==> config.mk <==
export PLATFORM = sky130hd
export DESIGN_NAME = nz_iter_ctrl
export DESIGN_NICKNAME = d
export VERILOG_FILES = /design/src/rtl/nz_iter_pkg.sv /design/src/rtl/nzc_budget.sv /design/src/rtl/nzc_flags.sv /design/src/rtl/nz_iter_ctrl.sv
export SDC_FILE = /design/constraint.sdc
export NUM_CORES = 1
export LEC_CHECK = 0
export ABC_AREA = 1
export BUFFER_PORTS_ARGS = -buffer_cell sky130_fd_sc_hd__buf_4
export CAP_MARGIN = 20
export CORE_UTILIZATION = 35
export CTS_BUF_LIST = sky130_fd_sc_hd__clkbuf_4 sky130_fd_sc_hd__clkbuf_8 sky130_fd_sc_hd__clkbuf_16
export CTS_CLUSTER_SIZE = 40
export DETAILED_ROUTE_END_ITERATION = 12
export GPL_TIMING_DRIVEN = 0
export PLACE_DENSITY = 0.54
export SYNTH_ARGS = -nofsm -noshare
export SYNTH_HDL_FRONTEND = slang
export SYNTH_HIERARCHICAL = 1
export SYNTH_SLANG_ARGS = --single-unit
==> constraint.sdc <==
create_clock -name clk -period 5.4 [get_ports clk]
set_input_delay 1.08 -clock clk [delete_from_list [all_inputs] [get_ports clk]]
set_output_delay 1.08 -clock clk [all_outputs]
set_load 0.03 [all_outputs]
==> src/rtl/nz_iter_pkg.sv <==
package nz_iter_pkg;

    typedef enum logic [2:0] {
        ST_IDLE,
        ST_ITERATE,
        ST_CHECK,
        ST_NEUTRALIZE,
        ST_DONE
    } ctl_state_t;

endpackage

==> src/rtl/nzc_budget.sv <==
// Iteration budget: captures the limits at frame start, counts iterations,
// and charges a neutralization run as a jump of nt_q.
module nzc_budget #(
    parameter int CW = 8
) (
    input  logic          clk,
    input  logic          rst_n,
    input  logic          load,
    input  logic [CW-1:0] max_in,
    input  logic [CW-1:0] nt_in,
    input  logic          step,
    input  logic          jump,
    output logic          exhausted,
    output logic          room
);
    localparam int SW = CW + 1;

    logic [CW-1:0] max_q;
    logic [CW-1:0] nt_q;
    logic [CW-1:0] cnt_q;
    logic [SW-1:0] reach;

    always_ff @(posedge clk or negedge rst_n) begin
        if (!rst_n) begin
            max_q <= '0;
            nt_q  <= '0;
            cnt_q <= '0;
        end else if (load) begin
            max_q <= max_in;
            nt_q  <= nt_in;
            cnt_q <= step ? CW'(1) : '0;
        end else if (jump) begin
            cnt_q <= cnt_q + nt_q;
        end else if (step) begin
            cnt_q <= cnt_q + CW'(1);
        end
    end

    assign reach     = {1'b0, cnt_q} + {1'b0, nt_q};
    assign exhausted = (cnt_q >= max_q);
    assign room      = (reach < {1'b0, max_q});

    // charging never carries the count past the budget
    assert_cnt_bound_R7: assert property (@(posedge clk) disable iff (!rst_n)
        cnt_q <= max_q);

    // a jump is only requested when the run fits inside the budget
    assert_jump_fits_R8: assert property (@(posedge clk) disable iff (!rst_n)
        jump |-> ({1'b0, cnt_q} + {1'b0, nt_q} < {1'b0, max_q}));

endmodule

==> src/rtl/nzc_flags.sv <==
// Iteration verdict latch and per-frame neutralization-used marker.
module nzc_flags (
    input  logic clk,
    input  logic rst_n,
    input  logic clear,
    input  logic capture,
    input  logic valid_in,
    input  logic trap_in,
    input  logic mark_nz,
    output logic valid_q,
    output logic trap_q,
    output logic used_q
);
    always_ff @(posedge clk or negedge rst_n) begin
        if (!rst_n) begin
            valid_q <= 1'b0;
            trap_q  <= 1'b0;
        end else if (clear) begin
            valid_q <= 1'b0;
            trap_q  <= 1'b0;
        end else if (capture) begin
            valid_q <= valid_in;
            trap_q  <= trap_in;
        end
    end

    always_ff @(posedge clk or negedge rst_n) begin
        if (!rst_n) begin
            used_q <= 1'b0;
        end else if (clear) begin
            used_q <= 1'b0;
        end else if (mark_nz) begin
            used_q <= 1'b1;
        end
    end

    // a second run is never marked within one frame
    assert_single_run_R6: assert property (@(posedge clk) disable iff (!rst_n)
        mark_nz |-> !used_q);

endmodule

==> src/rtl/nz_iter_ctrl.sv <==
module nz_iter_ctrl
    import nz_iter_pkg::*;
#(
    parameter int CW = 8
) (
    input  logic          clk,
    input  logic          rst_n,
    input  logic          frame_start,
    input  logic [CW-1:0] budget_in,
    input  logic [CW-1:0] nz_len_in,
    input  logic          iter_done,
    input  logic          cw_valid,
    input  logic          trap_seen,
    input  logic          nz_done,
    output logic          iter_go,
    output logic          nz_go,
    output logic          fin,
    output logic          fin_ok
);
    ctl_state_t state_q;
    ctl_state_t state_d;

    logic exhausted;
    logic room;
    logic valid_q;
    logic trap_q;
    logic used_q;
    logic ok_q;

    logic start_run;
    logic start_zero;
    logic chk_pass;
    logic chk_fail;
    logic chk_nz;
    logic chk_more;
    logic resume;
    logic capture;

    nzc_budget #(.CW(CW)) u_budget (
        .clk       (clk),
        .rst_n     (rst_n),
        .load      (state_q == ST_IDLE && frame_start),
        .max_in    (budget_in),
        .nt_in     (nz_len_in),
        .step      (iter_go),
        .jump      (chk_nz),
        .exhausted (exhausted),
        .room      (room)
    );

    nzc_flags u_flags (
        .clk      (clk),
        .rst_n    (rst_n),
        .clear    (state_q == ST_IDLE && frame_start),
        .capture  (capture),
        .valid_in (cw_valid),
        .trap_in  (trap_seen),
        .mark_nz  (chk_nz),
        .valid_q  (valid_q),
        .trap_q   (trap_q),
        .used_q   (used_q)
    );

    // decision terms
    always_comb begin
        start_run  = (state_q == ST_IDLE) && frame_start && (budget_in != '0);
        start_zero = (state_q == ST_IDLE) && frame_start && (budget_in == '0);
        capture    = (state_q == ST_ITERATE) && iter_done;
        chk_pass   = (state_q == ST_CHECK) && valid_q;
        chk_fail   = (state_q == ST_CHECK) && !valid_q && exhausted;
        chk_nz     = (state_q == ST_CHECK) && !valid_q && !exhausted
                     && trap_q && !used_q && room;
        chk_more   = (state_q == ST_CHECK) && !valid_q && !exhausted && !chk_nz;
        resume     = (state_q == ST_NEUTRALIZE) && nz_done;
    end

    // state register
    always_ff @(posedge clk or negedge rst_n) begin
        if (!rst_n) begin
            state_q <= ST_IDLE;
        end else begin
            state_q <= state_d;
        end
    end

    always_ff @(posedge clk or negedge rst_n) begin
        if (!rst_n) begin
            ok_q <= 1'b0;
        end else if (start_zero || chk_fail) begin
            ok_q <= 1'b0;
        end else if (chk_pass) begin
            ok_q <= 1'b1;
        end
    end

    // next state
    always_comb begin
        state_d = state_q;
        unique case (state_q)
            ST_IDLE: begin
                if (start_run)       state_d = ST_ITERATE;
                else if (start_zero) state_d = ST_DONE;
            end
            ST_ITERATE: begin
                if (iter_done) state_d = ST_CHECK;
            end
            ST_CHECK: begin
                if (chk_pass || chk_fail) state_d = ST_DONE;
                else if (chk_nz)          state_d = ST_NEUTRALIZE;
                else                      state_d = ST_ITERATE;
            end
            ST_NEUTRALIZE: begin
                if (nz_done) state_d = ST_ITERATE;
            end
            ST_DONE: begin
                state_d = ST_IDLE;
            end
            default: state_d = ST_IDLE;
        endcase
    end

    // outputs
    always_comb begin
        iter_go = start_run || chk_more || resume;
        nz_go   = chk_nz;
        fin     = (state_q == ST_DONE);
        fin_ok  = (state_q == ST_DONE) && ok_q;
    end

    // output pulses are mutually exclusive
    assert_pulse_excl_R10: assert property (@(posedge clk) disable iff (!rst_n)
        $onehot0({iter_go, nz_go, fin}));

    // finish never lasts two cycles
    assert_fin_single_R10: assert property (@(posedge clk) disable iff (!rst_n)
        fin |=> !fin);

    // an idle sequencer with no start stays silent
    assert_idle_quiet_R1: assert property (@(posedge clk) disable iff (!rst_n)
        (state_q == ST_IDLE && !frame_start) |-> (!iter_go && !nz_go && !fin));

    // a run is launched only on a trap verdict that was not a valid codeword
    assert_nz_cause_R5: assert property (@(posedge clk) disable iff (!rst_n)
        nz_go |-> (trap_q && !valid_q));

    // the cycle after nz_go is spent waiting, never issuing
    assert_nz_then_wait_R9: assert property (@(posedge clk) disable iff (!rst_n)
        nz_go |=> (state_q == ST_NEUTRALIZE));

endmodule

### Word level (Yosys, flattened, before mapping)

Index checks and enable logic that the tools add are counted.
Widths: inputs -> output; s select.

| word-level totals | value |
|---|---|
| register bits after elaboration | 31 |
| ROM bits | 0 |
| output and inout port bits | 4 |
| memory bits (writable) | 0 |
| input port bits | 23 |
| memories | 0 |
| bits in latches | 0 |

| cells by class | value |
|---|---|
| equality and inequality tests | 7 |
| muxes and demuxes | 19 |
| add/subtract/negate cells | 3 |
| bitwise logic cells | 0 |
| reduce and logical (&&, ||, !) cells | 30 |
| multipliers | 0 |
| shifts and indexed selects | 0 |
| order comparisons | 2 |
| div/mod/pow operators | 0 |

Operators by type and width:

| cell | count |
|---|---|
| $mux 8 | 3 |
| $mux 3 | 5 |
| $logic_and 1x1->1 | 14 |
| $pmux 3 s4 | 1 |
| $add 8x8->9 | 1 |
| $lt 9x8->1 | 1 |
| $mux 1 | 9 |
| $add 8x1->8 const B | 1 |
| $add 8x8->8 | 1 |
| $ge 8x8->1 | 1 |
| $logic_not 8->1 | 1 |
| $reduce_bool 8->1 | 1 |
| $eq 3x2->1 const B | 2 |
| $reduce_bool 2->1 | 3 |
| $logic_not 1->1 | 4 |
| $logic_or 1x1->1 | 4 |
| $ne 2x2->1 const B | 2 |
| $eq 3x1->1 const B | 1 |
| $eq 3x3->1 const B | 1 |
| $logic_not 3->1 | 1 |
| $ne 3x3->1 const B | 1 |
| $reduce_and 3->1 | 1 |
| $reduce_bool 3->1 | 1 |
| $mux 2 | 1 |

### Logic depth before layout (Yosys ltp)

Gate-level depths: netlist of the first run.

| logic depth | value |
|---|---|
| depth in word-level cells | 13 |
| mapped depth | 27 |
| depth with buffers taken out | 26 |

### Hierarchy

The synthesis of the first run kept the hierarchy.

By module, submodules not included:

| module | cells each | times used | seq. area each (µm²) | area an instance (µm²) |
|---|---|---|---|---|
| nzc_budget | 267 | 1 | 600.6 | 1988.2 |
| nz_iter_ctrl | 66 | 1 | 100.1 | 381.6 |
| nzc_flags | 13 | 1 | 75.1 | 117.6 |

### Worst setup path before layout of the first run

No wires, ideal clock.

| timing path | value |
|---|---|
| path type | flip-flop to flip-flop |
| start point | reg u_budget.cnt_q[0] |
| end point | reg u_budget.cnt_q[4] |
| required time | 5.279 ns |
| arrival | 3.650 ns |
| slack | 1.629 ns |
| stages on the path, launching flop included | 25 |
| cells stage by stage | dfrtp_1 -> ha_1 -> inv_1 -> fa_1 -> o21ai_2 -> xor2_1 -> ha_1 -> nand2_1 -> inv_1 -> nand2_1 -> nand3_1 -> nand2_1 -> nand2_1 -> a21oi_1 -> and3b_2 -> nand2_1 -> inv_1 -> buf_6 -> nand2_1 -> ha_1 -> fa_1 -> nand3_1 -> nand3_1 -> xnor2_1 -> o21ai_1 |

| on the way | value |
|---|---|
| elaborated cells on any way between the ends | 18 |
| those cells by class | add/sub (3); order compare (2); mux (3); reduce/logical (10) |

RTL lines:

| what | line | text |
|---|---|---|
| from (decl) | nzc_budget.sv:20 | `logic [CW-1:0] cnt_q;` |
| from (signal assigned) | nzc_budget.sv:31 | `cnt_q <= step ? CW'(1) : '0;` |
| from (signal assigned) | nzc_budget.sv:33 | `cnt_q <= cnt_q + nt_q;` |
| from (signal assigned) | nzc_budget.sv:35 | `cnt_q <= cnt_q + CW'(1);` |
| $add 8x8->9 * | nzc_budget.sv:39 | `assign reach = {1'b0, cnt_q} + {1'b0, nt_q};` |
| $lt 9x8->1 * | nzc_budget.sv:41 | `assign room = (reach < {1'b0, max_q});` |
| via room | nz_iter_ctrl.sv:24 | `logic room;` |
| $logic_and 1x1->1 * | nz_iter_ctrl.sv:72 | `&& trap_q && !used_q && room;` |
| via nz_go | nz_iter_ctrl.sv:16 | `output logic nz_go,` |
| $logic_not 1->1 | nz_iter_ctrl.sv:73 | `chk_more = (state_q == ST_CHECK) && !valid_q && !exhausted && !chk_nz;` |
| $logic_and 1x1->1 | nz_iter_ctrl.sv:73 |  |
| $logic_or 1x1->1 (2 in a row) | nz_iter_ctrl.sv:124 | `iter_go = start_run \|\| chk_more \|\| resume;` |
| $reduce_bool 3->1 (no source line) | -- |  |

The timed path passes the listed nets; every way through them passes the cells marked *. The select of a mux whose other input is x is not followed.
A chain may end at the register's enable or synchronous reset.

### Final worst setup path of the first run

| timing path | value |
|---|---|
| start point | reg u_budget.cnt_q[1] |
| end point | out iter_go |

| on the way | value |
|---|---|
| elaborated cells on any way between the ends | 12 |
| those cells by class | add/sub (1); order compare (2); reduce/logical (9) |

RTL lines:

| what | line | text |
|---|---|---|
| $add 8x8->9 | nzc_budget.sv:39 |  |
| $lt 9x8->1 | nzc_budget.sv:41 |  |
| via room | nz_iter_ctrl.sv:24 |  |
| $logic_and 1x1->1 | nz_iter_ctrl.sv:72 |  |
| $logic_not 1->1 | nz_iter_ctrl.sv:73 |  |
| $logic_and 1x1->1 | nz_iter_ctrl.sv:73 |  |
| $logic_or 1x1->1 (2 in a row) | nz_iter_ctrl.sv:124 |  |
| to (decl) | nz_iter_ctrl.sv:15 | `output logic iter_go,` |

The timed path passes the listed nets, and every way through them passes these cells.

==> metrics, run 1 <==
Worst Tran Pin Value about 0.46 ns; Worst-path clk slew about 0.070 ns; first-pass GRT wire length around 9600 µm; Die Span X around 86 µm; RSZ-0062 raised after global routing no; Area contributors post-synth dfrtp_1, nand2_1, ha_1; Setup crit end iter_go; met1 Use GR about a quarter; Max-Cap Viols 0; antenna viol nets, final 0; worst reg2reg setup slack about 1.4 ns; critical path launch point type flip-flop; setup slack after layout around 1.1 ns; Slew headroom between 60 and 70%; busiest layer in global routing met2; max-slew violation total from the final report 0; die footprint 7450 µm²; Post-DP HPWL 4300 µm; layout cells sized above 1 14.2%; slowest stage cell, crit path dfrtp_1; wirelength, routed 5480 µm; CTS sink cnt 31; PwrDens slightly above 500 nW/µm²; commonest non-fill, non-tap cell in the layout nand2_1; ANT cells 0; H-tree levels 2; Via density 4.45; Num CTS Buffers 5; part of the cycle the worst path needs around four fifths; Fmax achieved between 0.2 and 0.25 GHz; initial antenna violation count 0; CP Class reg2out; Final setup viols 0; Hold Worst Slack about 0.5 ns; worst vdd ir 0.000195 V; Yosys warnings 6; M3 GR Usage 3.33%; vias in the first global route 2036; grt total ovfl 0; R2R Path End u_budget/cnt_q[6]$_DFFE_PN0P_; Post-CTS Resized 0; Initial Util between 30% and 40%; Final Hold Fails 0; Placed Instance Area between 2000 and 3000 µm²; post-synth top area cell dfrtp_1; Iter 0 DRT Violations 72; Initial DRT Pass Iterations 5; met2 Use GR around a quarter; Clock Latency Late Sink 0.28 ns; Setup Skew 0.00470 ns; Tmin final between 4 and 5 ns; CP Capture Type output pin; Crit path depth 16; DRC viols 0; All-Layer GR Usage 16.7%; largest net degree at the start of global routing 32; CP Cell Sequence inv_1, fa_1, o21ai_2, xor2_1, ha_1, nand2_1, inv_1, nand2_1, nand3_1, nand2_1, nand2_1, a21oi_1, and3b_2, nand2b_1, nand3_1, buf_4; CORE AREA ~7000 µm²; Final GP Congestion around 0.79; Layout Nets about 430; Post-CTS Repair Setup Buffers 0; CP top delay family simple AND/OR/NAND/NOR gates; synthesized area about 2500 µm²; launch point of the worst path u_budget/cnt_q[1]$_DFFE_PN0P_; CP dominant cell by count nand2_1; sequential-to-total area share from yosys stat just over 30%; Post-Syn Nets 401; synth unique cells 36; routed len/inst 11.5 µm; Req. time, crit path 4.32 ns; IO Pins 27; clock root cell clkbuf_8; area grow syn2layout 16.0%; RR Startpoint u_budget/cnt_q[1]$_DFFE_PN0P_; Static Leak approximately 0.0017 µW; design area 2890 µm²; FF-to-FF path depth 23; crit path max fanout 5; Slowest Stage Delay on Critical Path between 0.4 and 0.5 ns; Buf/Inv on CP 3; synthesized flop and latch total 31; CTS max path bufs 2; HP Class reg2reg; CP Data Arrival Time between 3 and 4 ns; # port buffers 26; share of the synthesized area in the top cell type 31.2%; setup TNS 0 ns; status finished, final reports clean; most frequent cells in the layout nand2_1, inv_1, dfrtp_1, ha_1, buf_4; die height ~86 µm; row count 30; Syn Area/Cell roughly 7.2 µm²; CTS tree yes; Hold-fix buffers, CTS 0; Mapped Cells between 300 and 400; post-placement worst setup slack between 1 and 1.5 ns; vias after detailed routing between 2000 and 2500
## worst min-delay path, cell delays in order (launching register included)
cell and delay [ns]:
dfrtp_1 0.35, nand2_1 0.06, nand2_1 0.06
## state kept, by name, summed over array words and instances (netlist names)
register and cells:
u_budget/cnt_q 8, u_flags/valid_q 1, u_budget/max_q 8, state_q 3, u_budget/nt_q 8, u_flags/used_q 1
u_flags/trap_q 1, ok_q 1
## worst min path at each step
stage / endpoint / slack (ns) / cells past startpoint / start
floorplan: u_flags/trap_q$_DFFE_PN0P_ / 0.43 / 2 / u_flags/trap_q$_DFFE_PN0P_
global placement: u_flags/trap_q$_DFFE_PN0P_ / 0.45 / 2 / u_flags/trap_q$_DFFE_PN0P_
detailed placement: u_flags/trap_q$_DFFE_PN0P_ / 0.49 / 2 / u_flags/trap_q$_DFFE_PN0P_
CTS: u_flags/trap_q$_DFFE_PN0P_ / 0.51 / 2 / u_flags/trap_q$_DFFE_PN0P_
global route: u_flags/used_q$_DFFE_PN0P_ / 0.53 / 2 / u_flags/used_q$_DFFE_PN0P_
finish: u_flags/trap_q$_DFFE_PN0P_ / 0.50 / 2 / u_flags/trap_q$_DFFE_PN0P_
## through the flow
stage	power [µW]	util, %	std cells
CTS	1520	42.3	476
detailed placement	1330	41.0	468
global placement	1310	41.0	468
floorplan	1100	-	346
global route	1680	42.3	476
finish	1490	42.3	476
## synthesized netlist by cell type, drive strengths merged
cell type and number:
a21o 1, dfrtp 31, nor2 21, ha 30
a21oi 16, clkinv 3, o22ai 1, or2 2
a21boi 1, buf 4, o21a 1, nand4 6
xnor2 5, and2 1, o211ai 1, nand2 113
nand3 18, o21ai 16, fa 2, nand3b 1
nand2b 1, nor3 3, inv 61, xor2 5
and3b 1, a41oi 1
## cells by family (layout without fill, tap and decap cells)
group	after synthesis	count (layout)	share of synthesized area [%]
buffers and inverters	68	102	11.0
and+or+nand+nor	167	167	29.2
adders and majority gates	32	32	16.7
AOI/OAI and AO/OA	38	38	8.40
DFF	31	31	31.2
xor gates and xnor gates	10	10	3.52
## cell type report
type | instances | area [µm²]
plain buffers | 4 | 31.3
clock buffers | 5 | 68.8
clock inverters | 3 | 15.0
fillers | 756 | 3950
inverters | 64 | 241
multi-input cells | 247 | 1440
flip-flops and latches | 31 | 776
well taps | 96 | 120
repair buffers | 26 | 195
## report_power, final
part / total [µW] / internal (µW) / switching (µW)
Clock: 181 / 88.2 / 93.1
Sequential: 414 / 332 / 82.4
Combinational: 898 / 354 / 543
## per-layer routing
layer | vias up | part of all wire [%]
met4 | 0 | 1.0
met3 | 5 | 3.2
met1 | 934 | 50
met5 | - | 0
li1 | 1151 | -
met2 | 30 | 45
(Power assumes the default switching activity.)
==> run 2: changes to the inputs <==
--- a/config.mk
+++ b/config.mk
@@ -5,7 +5,7 @@
 export SDC_FILE = /design/constraint.sdc
 export NUM_CORES = 1
 export LEC_CHECK = 0
-export ABC_AREA = 1
+export ABC_AREA = 0
 export BUFFER_PORTS_ARGS = -buffer_cell sky130_fd_sc_hd__buf_4
 export CAP_MARGIN = 20
 export CORE_UTILIZATION = 35
@@ -13,7 +13,7 @@
 export CTS_CLUSTER_SIZE = 40
 export DETAILED_ROUTE_END_ITERATION = 12
 export GPL_TIMING_DRIVEN = 0
-export PLACE_DENSITY = 0.54
+export PLACE_DENSITY = 0.56
 export SYNTH_ARGS = -nofsm -noshare
 export SYNTH_HDL_FRONTEND = slang
 export SYNTH_HIERARCHICAL = 1
==> constraint.sdc (replaced) <==
create_clock -name clk -period 3.6 [get_ports clk]
set_input_delay 0.72 -clock clk [delete_from_list [all_inputs] [get_ports clk]]
set_output_delay 0.72 -clock clk [all_outputs]
set_load 0.03 [all_outputs]
==> run 2 against run 1 <==
The run now ends with negative setup slack left. Synthesized cell count fell by 28%. Clock power is 53% higher. Highest routed layer unchanged. Routed wire length increased by 6.6%. Die area shrank 6.2%. Synthesized area decreased by 6.4%. Cell area up 5.1%. Largest power group unchanged. First-iteration DRC count grew 6.9%. Register-to-register slack worse by 2.2 ns. Final cell count is 21% lower.
==> metrics, run 2 <==
Worst-path clk slew roughly 0.080 ns; H-tree levels 2; layout cells sized above 1 around a third; clock root cell clkbuf_8; # port buffers 26; RSZ-0062 raised after global routing yes; Placed Cells approximately 350; top cells by count, synth dfrtp_1, ha_1, nand2_1; synthesized area 2330 µm²; part of the cycle the worst path needs 121%; R2R Path End u_budget/cnt_q[6]$_DFFE_PN0P_; CORE AREA 6390 µm²; Layout Nets ~350; Slew headroom 62.0%; Req. time, crit path approximately 3.8 ns; CTS sink cnt 31; failing checks negative setup slack; multi-input logic area around 1700 µm²; worst vdd ir 0.000402 V; first-pass GRT wire length about 10000 µm; Clock Latency Late Sink 0.29 ns; synth unique cells 50; top-count cell post-synth dfrtp_1; Post-Syn Nets approximately 300; most frequent cells in the layout buf_4, dfrtp_1, ha_1, nand2_1, o21ai_0; RR Startpoint u_budget/cnt_q[0]$_DFFE_PN0P_; CTS tree yes; antenna viol nets, final 0; Tmin final ~4.4 ns; Syn Area/Cell about 9.4 µm²; Mapped Cells ~250; Worst Tran Pin Value roughly 0.57 ns; max-slew violation total from the final report 0; ANT cells 0; Initial DRT Pass Iterations 4; All-Layer GR Usage 17.9%; Yosys warnings 6; synthesized flop and latch total 31; row count 29; Initial Util between 30% and 40%; CP Capture Type flip-flop; Final GP Congestion between 0.7 and 0.8; PwrDens 832 nW/µm²; Static Leak about 0.0014 µW; vias in the first global route 2016; launch point of the worst path u_budget/cnt_q[0]$_DFFE_PN0P_; grt total ovfl 0; CP Class reg2reg; CTS max path bufs 2; Setup Skew about 0.011 ns; fill count around 640; Die Span X about 84 µm; largest net degree at the start of global routing 32; status complete, but fails checks; Max-Cap Viols 0; DRC viols 0; die footprint ~7000 µm²; Post-DP HPWL about 4000 µm; ys flop type dfrtp_1; commonest non-fill, non-tap cell in the layout buf_4; Final Hold Fails 0; share of flip-flops with an asynchronous set or reset 100%; Iter 0 DRT Violations between 70 and 80; sequential-to-total area share from yosys stat around a third; number of flops mapped to enable cells by yosys 0; Fmax achieved ~0.23 GHz; FF-to-FF path depth 23; initial antenna violation count 0; IO Pins 27; Hold-fix buffers, CTS 0; Area contributors post-synth dfrtp_1, ha_1, a21oi_1; vias after detailed routing 2010; post-synth top area cell dfrtp_1; CP Data Arrival Time ~4.5 ns; worst reg2reg setup slack -0.77 ns; Final setup viols 10; wirelength, routed ~6000 µm; Tot Pwr 2530 µW; critical path launch point type flip-flop; Sequential Area around 780 µm²; area grow syn2layout 30.3%; crit path max fanout 7; Num CTS Buffers 5; HP Class in2async; fin cells roughly 380; Via density around 5.4; share of the synthesized area in the top cell type about a third; routed len/inst 15.6 µm; die height ~84 µm; setup slack after layout -0.773 ns; Regs by FF count u_budget/cnt_q x8, u_budget/max_q x8, u_budget/nt_q x8
-- run 2: worst max-delay path, cell delays in order, from the launching register on --
cell and delay, ns:
dfrtp_1 0.39, ha_2 0.20, inv_2 0.06, fa_2 0.24
nor2b_4 0.05, o31a_1 0.32, o311a_1 0.38, a21oi_2 0.12
ha_1 0.25, a21oi_1 0.13, nand2_1 0.11, a2111oi_4 0.31
nand3b_1 0.19, nor2_4 0.15, buf_8 0.13, nand2b_4 0.06
ha_4 0.16, fa_2 0.34, a21o_1 0.19, buf_4 0.13
a21oi_2 0.11, nor2_1 0.07, nand2_1 0.06, o211ai_1 0.09
-- run 2: final cells by class --
cell class | instances | area share [%]
buffer | 7 | 1.48
inverter | 14 | 1.73
timing repair buffer | 42 | 10.8
multi-input combinational | 196 | 54.5
clock buffer | 5 | 2.27
sequential | 31 | 25.6
clock inverter | 3 | 0.495
tap | 77 | 3.18
-- run 2: what timing repair did --
item                       CTS  global route
buffers inserted            10             6
gates resized for setup     21            11
setup endpoints to repair   10            11
pin swaps                   19            19
-- run 2: where the power goes --
group          switching (µW)  internal [µW]
registers                 136            501
logic                     835            776
clock network             145            132
total                    1120           1410
-- run 2: worst max-delay path by stage --
stage	end	slack [ns]	cells after the start
2_1_floorplan	u_budget/cnt_q[4]$_DFFE_PN0P_	-0.69	22
3_3_place_gp	u_budget/cnt_q[7]$_DFFE_PN0P_	-0.95	22
3_5_place_dp	u_budget/cnt_q[4]$_DFFE_PN0P_	-0.93	23
4_1_cts	u_budget/cnt_q[4]$_DFFE_PN0P_	-0.74	23
5_1_grt	u_budget/cnt_q[6]$_DFFE_PN0P_	-0.98	23
6_report	u_budget/cnt_q[6]$_DFFE_PN0P_	-0.77	23
-- run 2: metrics by stage --
step	setup WS (ns)	hold slack, ns	util (%)	TNS (ns)	area [µm²]
global placement	-0.952	0.473	41.6	-6.76	2660
detailed placement	-0.933	0.482	41.6	-6.60	2660
finish	-0.773	0.372	47.5	-6.34	3030
CTS	-0.740	0.384	45.8	-5.66	2930
floorplan	-0.687	0.424	-	-3.89	2360
global route	-0.981	0.391	47.5	-8.32	3030
-- run 2: routing by layer --
metal | global-route usage [%] | routed length [µm]
met3 | 3.46 | 225
met4 | 4.16 | 40
met1 | 24.4 | 2850
met5 | 0 | 0
met2 | 29.1 | 2720
-- run 2: cells by family after synthesis --
kind of cell | Yosys count | share of synthesized area (%)
buf+inv | 21 | 3.71
compound gates | 66 | 18.6
xor+xnor | 6 | 2.26
flops | 31 | 33.3
fa+ha+maj | 32 | 17.8
mux | 10 | 4.73
simple gates | 82 | 19.6
